[src/rtl/t1wt_pkg.sv]
package t1wt_pkg;
  localparam int EXTRA_ETU = 11;  // character allowance added to waits
  localparam int GUARD_ETU = 22;  // turnaround guard
endpackage

[src/rtl/t1wt_etu_gen.sv]
module t1wt_etu_gen #(
  parameter int DIV_W = 16
) (
  input  logic             clk,
  input  logic             rst,
  input  logic [DIV_W-1:0] div,
  input  logic             restart,
  output logic             tick
);
  logic [DIV_W-1:0] cnt_q;
  logic [DIV_W-1:0] div_eff;

  assign div_eff = (div == '0) ? DIV_W'(1) : div;
  assign tick    = !restart && (cnt_q >= div_eff - DIV_W'(1));

  always_ff @(posedge clk) begin
    if (rst || restart) cnt_q <= '0;
    else if (tick)      cnt_q <= '0;
    else                cnt_q <= cnt_q + DIV_W'(1);
  end

  AST_TICK_SPACING: assert property (@(posedge clk) disable iff (rst)
    tick |=> (!tick || div <= DIV_W'(1)));
endmodule

[src/rtl/t1wt_char_guard.sv]
module t1wt_char_guard
  import t1wt_pkg::*;
#(
  parameter int IDX_W = 4
) (
  input  logic             clk,
  input  logic             rst,
  input  logic             tick,
  input  logic             rx_start,
  input  logic             tx_start,
  input  logic [IDX_W-1:0] cwi,
  output logic             char_timeout,
  output logic             tx_allowed
);
  localparam int CW_W = (1 << IDX_W) + 1;
  localparam int GW   = $clog2(GUARD_ETU + 1);

  logic [CW_W-1:0] cw_lim;
  logic [CW_W-1:0] cw_cnt_q;
  logic            cw_armed_q;
  logic [GW-1:0]   g_cnt_q;

  assign cw_lim = (CW_W'(1) << cwi) + CW_W'(EXTRA_ETU);

  // character waiting timer
  always_ff @(posedge clk) begin
    if (rst) begin
      cw_armed_q   <= 1'b0;
      cw_cnt_q     <= '0;
      char_timeout <= 1'b0;
    end else if (rx_start) begin
      cw_armed_q   <= 1'b1;
      cw_cnt_q     <= '0;
      char_timeout <= 1'b0;
    end else if (tx_start) begin
      cw_armed_q   <= 1'b0;
      char_timeout <= 1'b0;
    end else if (cw_armed_q && tick) begin
      if (cw_cnt_q >= cw_lim - CW_W'(1)) begin
        char_timeout <= 1'b1;
        cw_armed_q   <= 1'b0;
      end else begin
        cw_cnt_q <= cw_cnt_q + CW_W'(1);
      end
    end
  end

  // turnaround guard
  always_ff @(posedge clk) begin
    if (rst) begin
      g_cnt_q    <= '0;
      tx_allowed <= 1'b1;
    end else if (rx_start) begin
      g_cnt_q    <= '0;
      tx_allowed <= 1'b0;
    end else if (!tx_allowed && tick) begin
      if (g_cnt_q >= GW'(GUARD_ETU - 1)) tx_allowed <= 1'b1;
      else                               g_cnt_q    <= g_cnt_q + GW'(1);
    end
  end

  AST_CT_CLEARED_BY_RX: assert property (@(posedge clk) disable iff (rst)
    rx_start |=> !char_timeout);
  AST_CT_CLEARED_BY_TX: assert property (@(posedge clk) disable iff (rst)
    (tx_start && !rx_start) |=> !char_timeout);
  AST_CT_FROM_ARMED: assert property (@(posedge clk) disable iff (rst)
    $rose(char_timeout) |-> $past(cw_armed_q));
  AST_GUARD_CLOSES: assert property (@(posedge clk) disable iff (rst)
    rx_start |=> !tx_allowed);
  AST_GUARD_OPENS_ON_ETU: assert property (@(posedge clk) disable iff (rst)
    $rose(tx_allowed) |-> $past(tick));
endmodule

[src/rtl/t1wt_block_wait.sv]
module t1wt_block_wait
  import t1wt_pkg::*;
#(
  parameter int IDX_W  = 4,
  parameter int DIV_W  = 16,
  parameter int MULT_W = 8,
  parameter int UNIT   = 357120,
  parameter int BLK_W  = 45
) (
  input  logic              clk,
  input  logic              rst,
  input  logic [DIV_W-1:0]  div,
  input  logic [IDX_W-1:0]  bwi,
  input  logic              arm,
  input  logic              rx_start,
  input  logic              wtx_valid,
  input  logic [MULT_W-1:0] wtx_mult,
  output logic              block_timeout
);
  logic [DIV_W-1:0]  div_eff;
  logic [MULT_W-1:0] mult_q;
  logic [BLK_W-1:0]  lim_next;
  logic [BLK_W-1:0]  lim_q;
  logic [BLK_W-1:0]  cnt_q;
  logic              armed_q;

  assign div_eff  = (div == '0) ? DIV_W'(1) : div;
  assign lim_next = (BLK_W'(UNIT) << bwi) * BLK_W'(mult_q)
                  + BLK_W'(EXTRA_ETU) * BLK_W'(div_eff);

  // one-shot extension multiplier
  always_ff @(posedge clk) begin
    if (rst)            mult_q <= MULT_W'(1);
    else if (wtx_valid) mult_q <= (wtx_mult == '0) ? MULT_W'(1) : wtx_mult;
    else if (arm)       mult_q <= MULT_W'(1);
  end

  always_ff @(posedge clk) begin
    if (rst) begin
      armed_q       <= 1'b0;
      cnt_q         <= '0;
      lim_q         <= '0;
      block_timeout <= 1'b0;
    end else if (arm) begin
      armed_q       <= 1'b1;
      cnt_q         <= '0;
      lim_q         <= lim_next;
      block_timeout <= 1'b0;
    end else if (rx_start) begin
      armed_q       <= 1'b0;
      block_timeout <= 1'b0;
    end else if (armed_q) begin
      if (cnt_q >= lim_q - BLK_W'(1)) begin
        block_timeout <= 1'b1;
        armed_q       <= 1'b0;
      end else begin
        cnt_q <= cnt_q + BLK_W'(1);
      end
    end
  end

  AST_BT_CLEARED_BY_ARM: assert property (@(posedge clk) disable iff (rst)
    arm |=> !block_timeout);
  AST_BT_FROM_ARMED: assert property (@(posedge clk) disable iff (rst)
    $rose(block_timeout) |-> $past(armed_q));
  AST_BT_STOPPED_BY_RX: assert property (@(posedge clk) disable iff (rst)
    (rx_start && !arm) |=> !block_timeout);
  AST_MULT_NONZERO: assert property (@(posedge clk) disable iff (rst)
    mult_q != '0);
endmodule

[src/rtl/t1_wait_timer.sv]
module t1_wait_timer #(
  parameter int IDX_W  = 4,
  parameter int DIV_W  = 16,
  parameter int MULT_W = 8,
  parameter int UNIT   = 960 * 372
) (
  input  logic              clk,
  input  logic              rst,
  input  logic [DIV_W-1:0]  cfg_etu_div,
  input  logic [IDX_W-1:0]  cfg_cwi,
  input  logic [IDX_W-1:0]  cfg_bwi,
  input  logic              rx_char_start,
  input  logic              tx_char_start,
  input  logic              tx_char_last,
  input  logic              wtx_valid,
  input  logic [MULT_W-1:0] wtx_mult,
  output logic              char_timeout,
  output logic              block_timeout,
  output logic              tx_allowed
);
  localparam int BLK_W = $clog2(UNIT + 1) + (1 << IDX_W) + MULT_W + 2;

  logic etu_tick;

  t1wt_etu_gen #(.DIV_W(DIV_W)) u_etu (
    .clk     (clk),
    .rst     (rst),
    .div     (cfg_etu_div),
    .restart (rx_char_start),
    .tick    (etu_tick)
  );

  t1wt_char_guard #(.IDX_W(IDX_W)) u_char (
    .clk          (clk),
    .rst          (rst),
    .tick         (etu_tick),
    .rx_start     (rx_char_start),
    .tx_start     (tx_char_start),
    .cwi          (cfg_cwi),
    .char_timeout (char_timeout),
    .tx_allowed   (tx_allowed)
  );

  t1wt_block_wait #(
    .IDX_W (IDX_W),
    .DIV_W (DIV_W),
    .MULT_W(MULT_W),
    .UNIT  (UNIT),
    .BLK_W (BLK_W)
  ) u_blk (
    .clk           (clk),
    .rst           (rst),
    .div           (cfg_etu_div),
    .bwi           (cfg_bwi),
    .arm           (tx_char_start && tx_char_last),
    .rx_start      (rx_char_start),
    .wtx_valid     (wtx_valid),
    .wtx_mult      (wtx_mult),
    .block_timeout (block_timeout)
  );
endmodule

[config.mk]
export PLATFORM = sky130hd
export DESIGN_NAME = t1_wait_timer
export DESIGN_NICKNAME = d
export VERILOG_FILES = /design/src/rtl/t1wt_pkg.sv /design/src/rtl/t1wt_etu_gen.sv /design/src/rtl/t1wt_char_guard.sv /design/src/rtl/t1wt_block_wait.sv /design/src/rtl/t1_wait_timer.sv
export SDC_FILE = /design/constraint.sdc
export NUM_CORES = 1
export LEC_CHECK = 0
export ABC_CLOCK_PERIOD_IN_PS = 7400
export BUFFER_PORTS_ARGS = -buffer_cell sky130_fd_sc_hd__buf_4
export CAP_MARGIN = 20
export CELL_PAD_IN_SITES_DETAIL_PLACEMENT = 0
export CELL_PAD_IN_SITES_GLOBAL_PLACEMENT = 1
export CORE_MARGIN = 4
export CORE_UTILIZATION = 40
export CTS_BUF_LIST = sky130_fd_sc_hd__clkbuf_4 sky130_fd_sc_hd__clkbuf_8
export CTS_CLUSTER_SIZE = 12
export DETAILED_ROUTE_END_ITERATION = 16
export MAX_ROUTING_LAYER = met4
export PLACE_DENSITY_LB_ADDON = 0.2
export SLEW_MARGIN = 10
export SYNTH_ARGS = -nofsm -noshare
export SYNTH_HDL_FRONTEND = slang
export SYNTH_SLANG_ARGS = --single-unit
[constraint.sdc]
create_clock -name clk -period 7.4 [get_ports clk]
set_clock_uncertainty 0.2 [all_clocks]
set_input_delay 1.48 -clock clk [delete_from_list [all_inputs] [get_ports clk]]
set_output_delay 1.48 -clock clk [all_outputs]
set_load 0.01 [all_outputs]
After elaboration in Yosys (flattened, before gate mapping)
Cells that the tools add are included.
{"block": "word_totals", "register_bits": 141, "word_cells": 74, "output_inout_bits": 3}
{"block": "op_classes", "n_lt_le_gt_ge": 4, "addsub": 9, "n_mux": 15, "bitwise_logic": 5, "multipliers": 2, "reduce_logical": 26, "n_shift": 2}
{"op": "45-bit by 1-bit adder with 45-bit output (second input constant)", "n": 1}
{"op": "45-bit by 20-bit adder with 45-bit output", "n": 1}
{"op": "45-bit >= comparator", "n": 1}
{"op": "45-bit by 8-bit multiplier with 45-bit output", "n": 1}
{"op": "19-bit by 4-bit left shift with 45-bit output (first input constant)", "n": 1}
{"op": "45-bit by 1-bit subtractor with 45-bit output (second input constant)", "n": 1}
{"op": "8-bit two-way mux", "n": 3}
{"op": "4-bit by 16-bit multiplier with 20-bit output (first input constant)", "n": 1}
{"op": "17-bit by 1-bit adder with 17-bit output (second input constant)", "n": 1}
{"op": "17-bit by 5-bit adder with 17-bit output (second input constant)", "n": 1}
{"op": "17-bit >= comparator", "n": 1}
{"op": "1-bit by 4-bit left shift with 17-bit output (first input constant)", "n": 1}
{"op": "17-bit by 1-bit subtractor with 17-bit output (second input constant)", "n": 1}
{"op": "16-bit by 1-bit adder with 16-bit output (second input constant)", "n": 1}
{"op": "16-bit >= comparator", "n": 1}
{"op": "16-bit logical NOT", "n": 1}
{"op": "16-bit two-way mux", "n": 1}
{"op": "16-bit by 1-bit subtractor with 16-bit output (second input constant)", "n": 1}
{"op": "1-bit two-way mux", "n": 11}
{"op": "2-bit AND reduction", "n": 5}
{"op": "8-bit logical NOT", "n": 1}
{"op": "3-bit AND reduction", "n": 2}
{"op": "2-bit nonzero test", "n": 3}
{"op": "3-bit nonzero test", "n": 2}
{"op": "other kinds (8)", "n": 19}

Logic depth before layout (Yosys ltp)
Gate-level depths: netlist of run 1.
{"block": "logic_depth", "depth_word": 9, "ltp_mapped": 26, "ltp_nobuf": 26}

By module
A second synthesis of run 1 with hierarchy kept.
{"block": "unflattened", "cells_unflattened": 2252, "hier_area_um2": 18591.6}
{"mod": "t1wt_block_wait", "area_each_um2": 15412.3, "seq_area_each_um2": 1981.9, "n_inst": 1, "cells_each": 1874}
{"mod": "t1wt_char_guard", "area_each_um2": 1804.2, "seq_area_each_um2": 500.5, "n_inst": 1, "cells_each": 216}
{"mod": "t1wt_etu_gen", "area_each_um2": 1368.8, "seq_area_each_um2": 320.3, "n_inst": 1, "cells_each": 161}
{"mod": "t1_wait_timer", "area_each_um2": 6.3, "seq_area_each_um2": 0.0, "n_inst": 1, "cells_each": 1}

Worst setup path after synthesis of run 1
Ideal clock, no wire load.
{"block": "synth_timing", "kind": "in2reg", "startpoint": "input port cfg_bwi[2]", "endpoint": "register u_blk.lim_q[37]", "path_slack_ps": -134, "path_stages": 25, "arrival_time_ps": 7217, "path_cell_list": "clkbuf_1 -> clkinv_1 -> o21ai_0 -> nor2_1 -> a21oi_1 -> nand2_1 -> fa_1 -> fa_1 -> inv_1 -> ha_1 -> fa_1 -> inv_1 -> fa_1 -> inv_1 -> ha_1 -> clkbuf_1 -> a21o_1 -> a21o_1 -> a21oi_1 -> o221a_2 -> o21a_1 -> a21oi_1 -> a31oi_1 -> mux2_2 -> a31o_2"}
{"block": "synth_via", "elab_chain_len": 3}
{"element": "from (decl)", "line_no": "t1_wait_timer.sv:11", "text": "input logic [IDX_W-1:0] cfg_bwi,"}
{"element": "19-bit by 4-bit left shift with 45-bit output", "line_no": "t1wt_block_wait.sv:28", "text": "assign lim_next = (BLK_W'(UNIT) << bwi) * BLK_W'(mult_q)"}
{"element": "45-bit by 8-bit multiplier with 45-bit output", "line_no": "t1wt_block_wait.sv:28"}
{"element": "45-bit by 20-bit adder with 45-bit output", "line_no": "t1wt_block_wait.sv:29", "text": "+ BLK_W'(EXTRA_ETU) * BLK_W'(div_eff);"}
{"element": "to (signal assigned)", "line_no": "t1wt_block_wait.sv:47", "text": "lim_q <= lim_next;"}
{"element": "to (decl)", "line_no": "t1wt_block_wait.sv:23", "text": "logic [BLK_W-1:0] lim_q;"}
Every way passes these cells.
A chain may end at the register's enable or synchronous reset.

Worst setup path in the final report of run 1
{"block": "layout_timing", "startpoint": "input port cfg_bwi[1]", "endpoint": "register u_blk.lim_q[32]"}
Same word-level chain as after synthesis.

==> results.json, run 1 <==
{
  "dieWidth_um": 220,
  "period_needed_ns": 7.09,
  "finalHoldViolations": 0,
  "setup_tns_ns": 0,
  "core_sq_um": 44200,
  "ctsHoldBuffers": 0,
  "cellLeakagePower_nw": 10.1,
  "ys_ff_latch": 140,
  "die_h_um": 220,
  "drt_iter0_markers": 795,
  "final_nets": 2764,
  "maxCapViolations": 0,
  "crit_path_start": "cfg_bwi[1]",
  "ios": 41,
  "drtPass1Iterations": 5,
  "maxSlewViolCount": 0,
  "syn-cell-area_sq_um": 17900,
  "min_period_over_period_pct": 95.8,
  "syn_avg_cell_area_sq_um": 8.11,
  "antenna_found_initial": 2,
  "critPathMaxFanout": 5,
  "drc": 0,
  "grt_pass1_vias": 15100,
  "crit_type": "in -> reg",
  "drt-wirelength-per-cell_um": 15.5,
  "async_flop_share_pct": 0,
  "crit_arrival_ns": 7.28,
  "ant_nets": 0,
  "yosysUniqueCellTypes": 71,
  "status": "finished clean",
  "cts_made_buffers": 17,
  "fmax_ghz": 0.141,
  "tightest_slew_ns": 0.995,
  "dieArea_sq_um": 48300,
  "r2r_cells": 21,
  "slew-limit-headroom_pct": 33.7,
  "synth_edf_count": 0,
  "clk_pin_slew_ns": 0.10,
  "holdPathStages": 2,
  "cts_buffer_depth": 2,
  "root_buffer": "clkbuf_8",
  "grt_start_max_net_pins": 58,
  "end_kind": "flip-flop",
  "fp-row-count": 77,
  "h-tree-depth": 4,
  "irDropWorstVdd_mv": 0.0960,
  "final_area_sq_um": 20200,
  "dp_hpwl_um": 36400,
  "finalSetupViolations": 0,
  "globalplace.congestion": 0.869,
  "clk_latency_ns": 0.50,
  "viasPerCell": 5.09,
  "start_util_pct": 40.5,
  "power_density_nw_per_um2": 173,
  "grt_usage_pct": 19.9,
  "yosys_most_used_dff": "dfxtp_1",
  "ys_seq_area_share_pct": 15.6,
  "min_path_type": "reg -> reg",
  "rr_startpoint": "u_blk.mult_q[4]",
  "drive_gt1_share_pct": 10.7,
  "synth-warning-count": 0,
  "critPathLaunchType": "input pin",
  "syn_inst": 2212,
  "area_delta_synth_final_pct": 12.7,
  "grt_remaining_overflow": 0,
  "required_ns": 7.59,
  "cts.sinks": 140,
  "grt_first_pass_wirelength_um": 76900,
  "num_vias": 14900,
  "portBuffers": 40,
  "place_area_sq_um": 19700,
  "syn_nets": 2659,
  "finalWirelength_um": 45300,
  "cts_tree": "built",
  "worstHoldStart": "u_blk.lim_q[31]"
}
per-stage QoR:
stage               total power [mW]  utilization, %  instances  hold WS (ns)  setup slack [ns]
detailed placement              2.74            44.5       2887         0.271            -0.407
finish                          3.50            45.7       2921         0.280             0.310
global route                    3.85            45.7       2921         0.312           -0.0136
global placement                2.72            44.5       2887         0.248            -0.349
CTS                             3.53            45.6       2917         0.286             0.122
floorplan                       2.16               -       2212         0.230            0.0367
cell type report:
class / count / area, sq um
antenna: 1 / 2.50
clock buffer: 20 / 275
clock inverter: 10 / 188
fill: 4454 / 24000
inverter: 318 / 1190
multi-input combinational: 1655 / 13600
sequential: 140 / 2800
tap: 592 / 741
timing repair buffer: 185 / 1400
cell usage after synthesis (10+ instances only):
library cell,instances,share of area (%)
fa_1,178,20
xor2_1,66,3.2
or3_1,19,0.66
nand3_1,55,1.5
xnor2_1,65,3.2
clkbuf_1,93,1.9
nor2_1,159,3.3
nand4_1,51,1.8
and3_1,61,2.1
nor4_1,13,0.45
o21ai_0,38,1.1
a21o_1,59,2.5
nor3_1,42,1.2
nor2b_1,10,0.35
and2_1,64,2.2
inv_1,317,6.6
dfxtp_1,140,16
nand2_1,280,5.9
a21oi_1,106,3.0
a211oi_1,14,0.59
mux2i_1,11,0.61
ha_1,231,16
sequential cells by signal, summed over array words and instances (netlist names):
| register | flops |
|---|---|
| u_char.cw_cnt_q | 17 |
| u_char.cw_armed_q | 1 |
| u_blk.block_timeout | 1 |
| u_char.tx_allowed | 1 |
| u_blk.cnt_q | 45 |
| u_blk.lim_q | 44 |
| u_char.g_cnt_q | 5 |
| u_char.char_timeout | 1 |
| u_etu.cnt_q | 16 |
| u_blk.mult_q | 8 |
| u_blk.armed_q | 1 |
placed cells by master (no fill, tap or decap), types with 8 or more instances in the layout:
cell / count
a21o_1: 59
clkbuf_8: 20
or4_1: 9
and4_1: 8
or3_1: 19
and3_1: 61
nand3_1: 55
and2_1: 64
a31oi_1: 9
xor2_1: 66
xnor2_1: 65
nor2b_1: 10
nor2_1: 159
nand2_1: 279
inv_1: 316
a22o_1: 9
buf_4: 184
o21ai_0: 36
dfxtp_1: 140
nor3_1: 41
mux2i_1: 11
nor4_1: 13
ha_1: 231
a21oi_1: 102
nand4_1: 51
fa_1: 178
a211oi_1: 14
where the power goes:
part / switching, mW / internal (mW)
combinational: 1.02 / 0.845
sequential: 0.0585 / 0.792
clock: 0.353 / 0.426
worst max-delay path: stages:
cell      delay (ns)
buf_4           0.08
inv_1           0.07
ha_1            0.33
nor2_1          0.06
a21oi_1         0.18
and2_1          0.17
buf_4           0.12
nand2_1         0.06
fa_1            0.48
fa_1            0.52
inv_1           0.06
fa_1            0.47
fa_1            0.54
inv_1           0.06
fa_1            0.53
inv_1           0.04
ha_1            0.33
a211o_1         0.28
a21oi_1         0.16
nand4b_1        0.21
a41o_2          0.31
a21o_1          0.18
a21oi_1         0.17
nor4_1          0.06
a311o_1         0.34
per-layer routing:
metal | wire [um] | GRT usage, %
met1 | 23000 | 27.9
met2 | 20300 | 31.5
met3 | 1100 | 1.35
met4 | 867 | 5.38
met5 | 0 | -
timing repair:
item / in CTS / in global routing
setup endpoints to repair: 0 / 16
gates resized for setup: 0 / 8
buffers inserted: 0 / 2
cells by family after synthesis:
group | synth area share [%]
buffers and inverters | 8.74
adders and majority gates | 36.0
DFF | 15.6
other | 0.0209
and+or+nand+nor | 21.7
AOI/OAI and AO/OA | 10.9
xor gates and xnor gates | 6.40
muxes | 0.677
final timing paths:
| check | end | slack, ns |
|---|---|---|
| worst max-delay path | u_blk.lim_q[32] | 0.31 |
| worst min-delay path | u_blk.lim_q[31] | 0.28 |
| worst min register to register | u_blk.lim_q[31] | 0.28 |
| worst max register to register | u_blk.lim_q[37] | 1.26 |
Note: power is estimated with default switching activity, not from simulation.
==> run 2, diff against run 1 <==
--- a/config.mk
+++ b/config.mk
@@ -5,7 +5,7 @@
 export SDC_FILE = /design/constraint.sdc
 export NUM_CORES = 1
 export LEC_CHECK = 0
-export ABC_CLOCK_PERIOD_IN_PS = 7400
+export ABC_CLOCK_PERIOD_IN_PS = 6300
 export BUFFER_PORTS_ARGS = -buffer_cell sky130_fd_sc_hd__buf_4
 export CAP_MARGIN = 20
 export CELL_PAD_IN_SITES_DETAIL_PLACEMENT = 0
==> constraint.sdc (replaced) <==
create_clock -name clk -period 6.3 [get_ports clk]
set_clock_uncertainty 0.2 [all_clocks]
set_input_delay 1.26 -clock clk [delete_from_list [all_inputs] [get_ports clk]]
set_output_delay 1.26 -clock clk [all_outputs]
set_load 0.01 [all_outputs]
==> run 2 against run 1 <==
The run now ends with setup timing left. Cell count rose by 4.0%. Utilization is 4.1 points higher. Worst hold slack hardly changed. Combinational power up 45%. Clock power rose by 3.0%. Critical path type unchanged.
==> results.json, run 2 (synthesis gave the netlist of run 1 again) <==
{
  "power_density_nw_per_um2": 205,
  "cts_tree": "built",
  "drive_gt1_share_pct": 21.2,
  "drtPass1Iterations": 4,
  "die_h_um": 220,
  "grt_remaining_overflow": 0,
  "finalWirelength_um": 45500,
  "ios": 41,
  "cts_buffer_depth": 2,
  "end_kind": "flip-flop",
  "min_path_type": "reg -> reg",
  "core_sq_um": 44200,
  "required_ns": 6.47,
  "cts_made_buffers": 17,
  "ant_nets": 0,
  "final_cell_mix": "inv_1 (291), buf_4 (284), nand2_1 (254)",
  "root_buffer": "clkbuf_8",
  "grtUsageMet1_pct": 25.7,
  "dp_hpwl_um": 37000,
  "grt_start_max_net_pins": 57,
  "drc": 0,
  "slew-limit-headroom_pct": 34.4,
  "final_common_cell": "inv_1",
  "violations": "setup timing",
  "maxCapViolations": 0,
  "start_util_pct": 40.5,
  "finalPower_mw": 4.52,
  "finalSetupViolations": 16,
  "largest_reg_flops": 45,
  "crit_arrival_ns": 6.77,
  "largest_register": "u_blk.cnt_q",
  "fp-row-count": 77,
  "portBuffers": 40,
  "ctsHoldBuffers": 0,
  "fin_util_pct": 49.8,
  "rrSetupSlack_ns": 0.54,
  "cellLeakagePower_nw": 10.8,
  "final_area_sq_um": 22000,
  "cts.sinks": 140,
  "irDropWorstVdd_mv": 0.140,
  "grt-busiest-layer": "met2",
  "fmax_ghz": 0.151,
  "num_vias": 15500,
  "drt_iter0_markers": 543,
  "crit_type": "in -> reg",
  "multi_input_area_sq_um": 14500,
  "antenna_found_initial": 0,
  "grt_usage_pct": 20.2,
  "use_met2_pct": 34.2,
  "critPathMaxFanout": 4,
  "status": "complete, but fails checks",
  "tightest_slew_ns": 0.981,
  "dieArea_sq_um": 48300,
  "worst_slack_ns": -0.306,
  "place_area_sq_um": 20600,
  "crit_slowest_cell": "fa_2",
  "globalplace.congestion": 0.821,
  "seq_area_sq_um": 2800,
  "critPathLaunchType": "input pin",
  "viasPerCell": 5.09,
  "clk_latency_ns": 0.48,
  "drt-wirelength-per-cell_um": 15.0,
  "dieWidth_um": 220,
  "maxSlewViolCount": 0,
  "finalHoldViolations": 0,
  "clk_pin_slew_ns": 0.08,
  "min_period_over_period_pct": 105,
  "grt_use_met3_pct": 2.22,
  "period_needed_ns": 6.61,
  "slowest_delay_ns": 0.57,
  "grt_first_pass_wirelength_um": 78500,
  "final_nets": 2881,
  "reg_top3": "u_blk.cnt_q (45), u_blk.lim_q (44), u_char.cw_cnt_q (17)",
  "area_delta_synth_final_pct": 22.8,
  "h-tree-depth": 4,
  "nFillCells": 4284,
  "grt_pass1_vias": 16100,
  "dp_slack_ns": -0.978,
  "rsz0062_at_grt": "true"
}
[run 2: changes by cell type in the layout (fill, tap and decap cells not counted), moves of 13 or more]
cell and change:
ha_4 +27, nand2_1 -25, inv_1 -25, buf_6 +15
o21ai_0 -13, inv_2 +23, nand2_2 +19, buf_4 +100
a21oi_2 +16, a21oi_1 -20, ha_1 -30
[run 2: critical path: cells and delay by family]
| family | cells | cell delay [ns] |
|---|---|---|
| fa+ha+maj | 7 | 2.87 |
| buf+inv | 6 | 0.54 |
| xor+xnor | 1 | 0.08 |
| compound gates | 9 | 1.70 |
| simple gates | 3 | 0.33 |
[run 2: power by group]
group | switching [mW] | internal [mW]
combinational | 1.40 | 1.32
sequential | 0.0666 | 0.930
clock | 0.393 | 0.409
total | 1.86 | 2.66
[run 2: per-layer routing]
layer	share of wire [%]	routed length [um]
met5	0	0
met4	2.9	1310
met3	2.5	1120
met2	48	21700
met1	47	21300
[run 2: worst paths after layout]
kind	from	depth (start not counted)	end
hold reg to reg	u_char.g_cnt_q[4]	2	u_char.g_cnt_q[4]
hold / removal	u_char.g_cnt_q[4]	2	u_char.g_cnt_q[4]
setup reg to reg	u_blk.mult_q[5]	19	u_blk.lim_q[40]
setup / recovery	cfg_bwi[1]	26	u_blk.lim_q[40]
[run 2: metrics by stage]
stage / instances / setup TNS (ns) / hold WS, ns
finish: 3039 / -3.05 / 0.280
CTS: 3027 / -2.11 / 0.280
floorplan: 2212 / -5.72 / 0.230
detailed placement: 2970 / -18.58 / 0.262
global placement: 2970 / -17.21 / 0.249
global route: 3038 / -7.41 / 0.307
[run 2: repair_timing]
item / 4_1_cts / 5_1_grt
hold endpoints to repair: 0 / 0
setup buffers: 28 / 11
endpoints found under the setup margin: 21 / 26
pin swaps: 80 / 74
resized for setup: 87 / 71
[run 2: layout make-up]
cell class | instances | share of cell area, %
timing repair buffer | 302 | 10.7
sequential | 140 | 12.7
inverter | 318 | 5.48
clock inverter | 12 | 0.733
antenna | 1 | 0.0114
tap | 592 | 3.36
clock buffer | 19 | 1.16
multi-input combinational | 1655 | 65.8
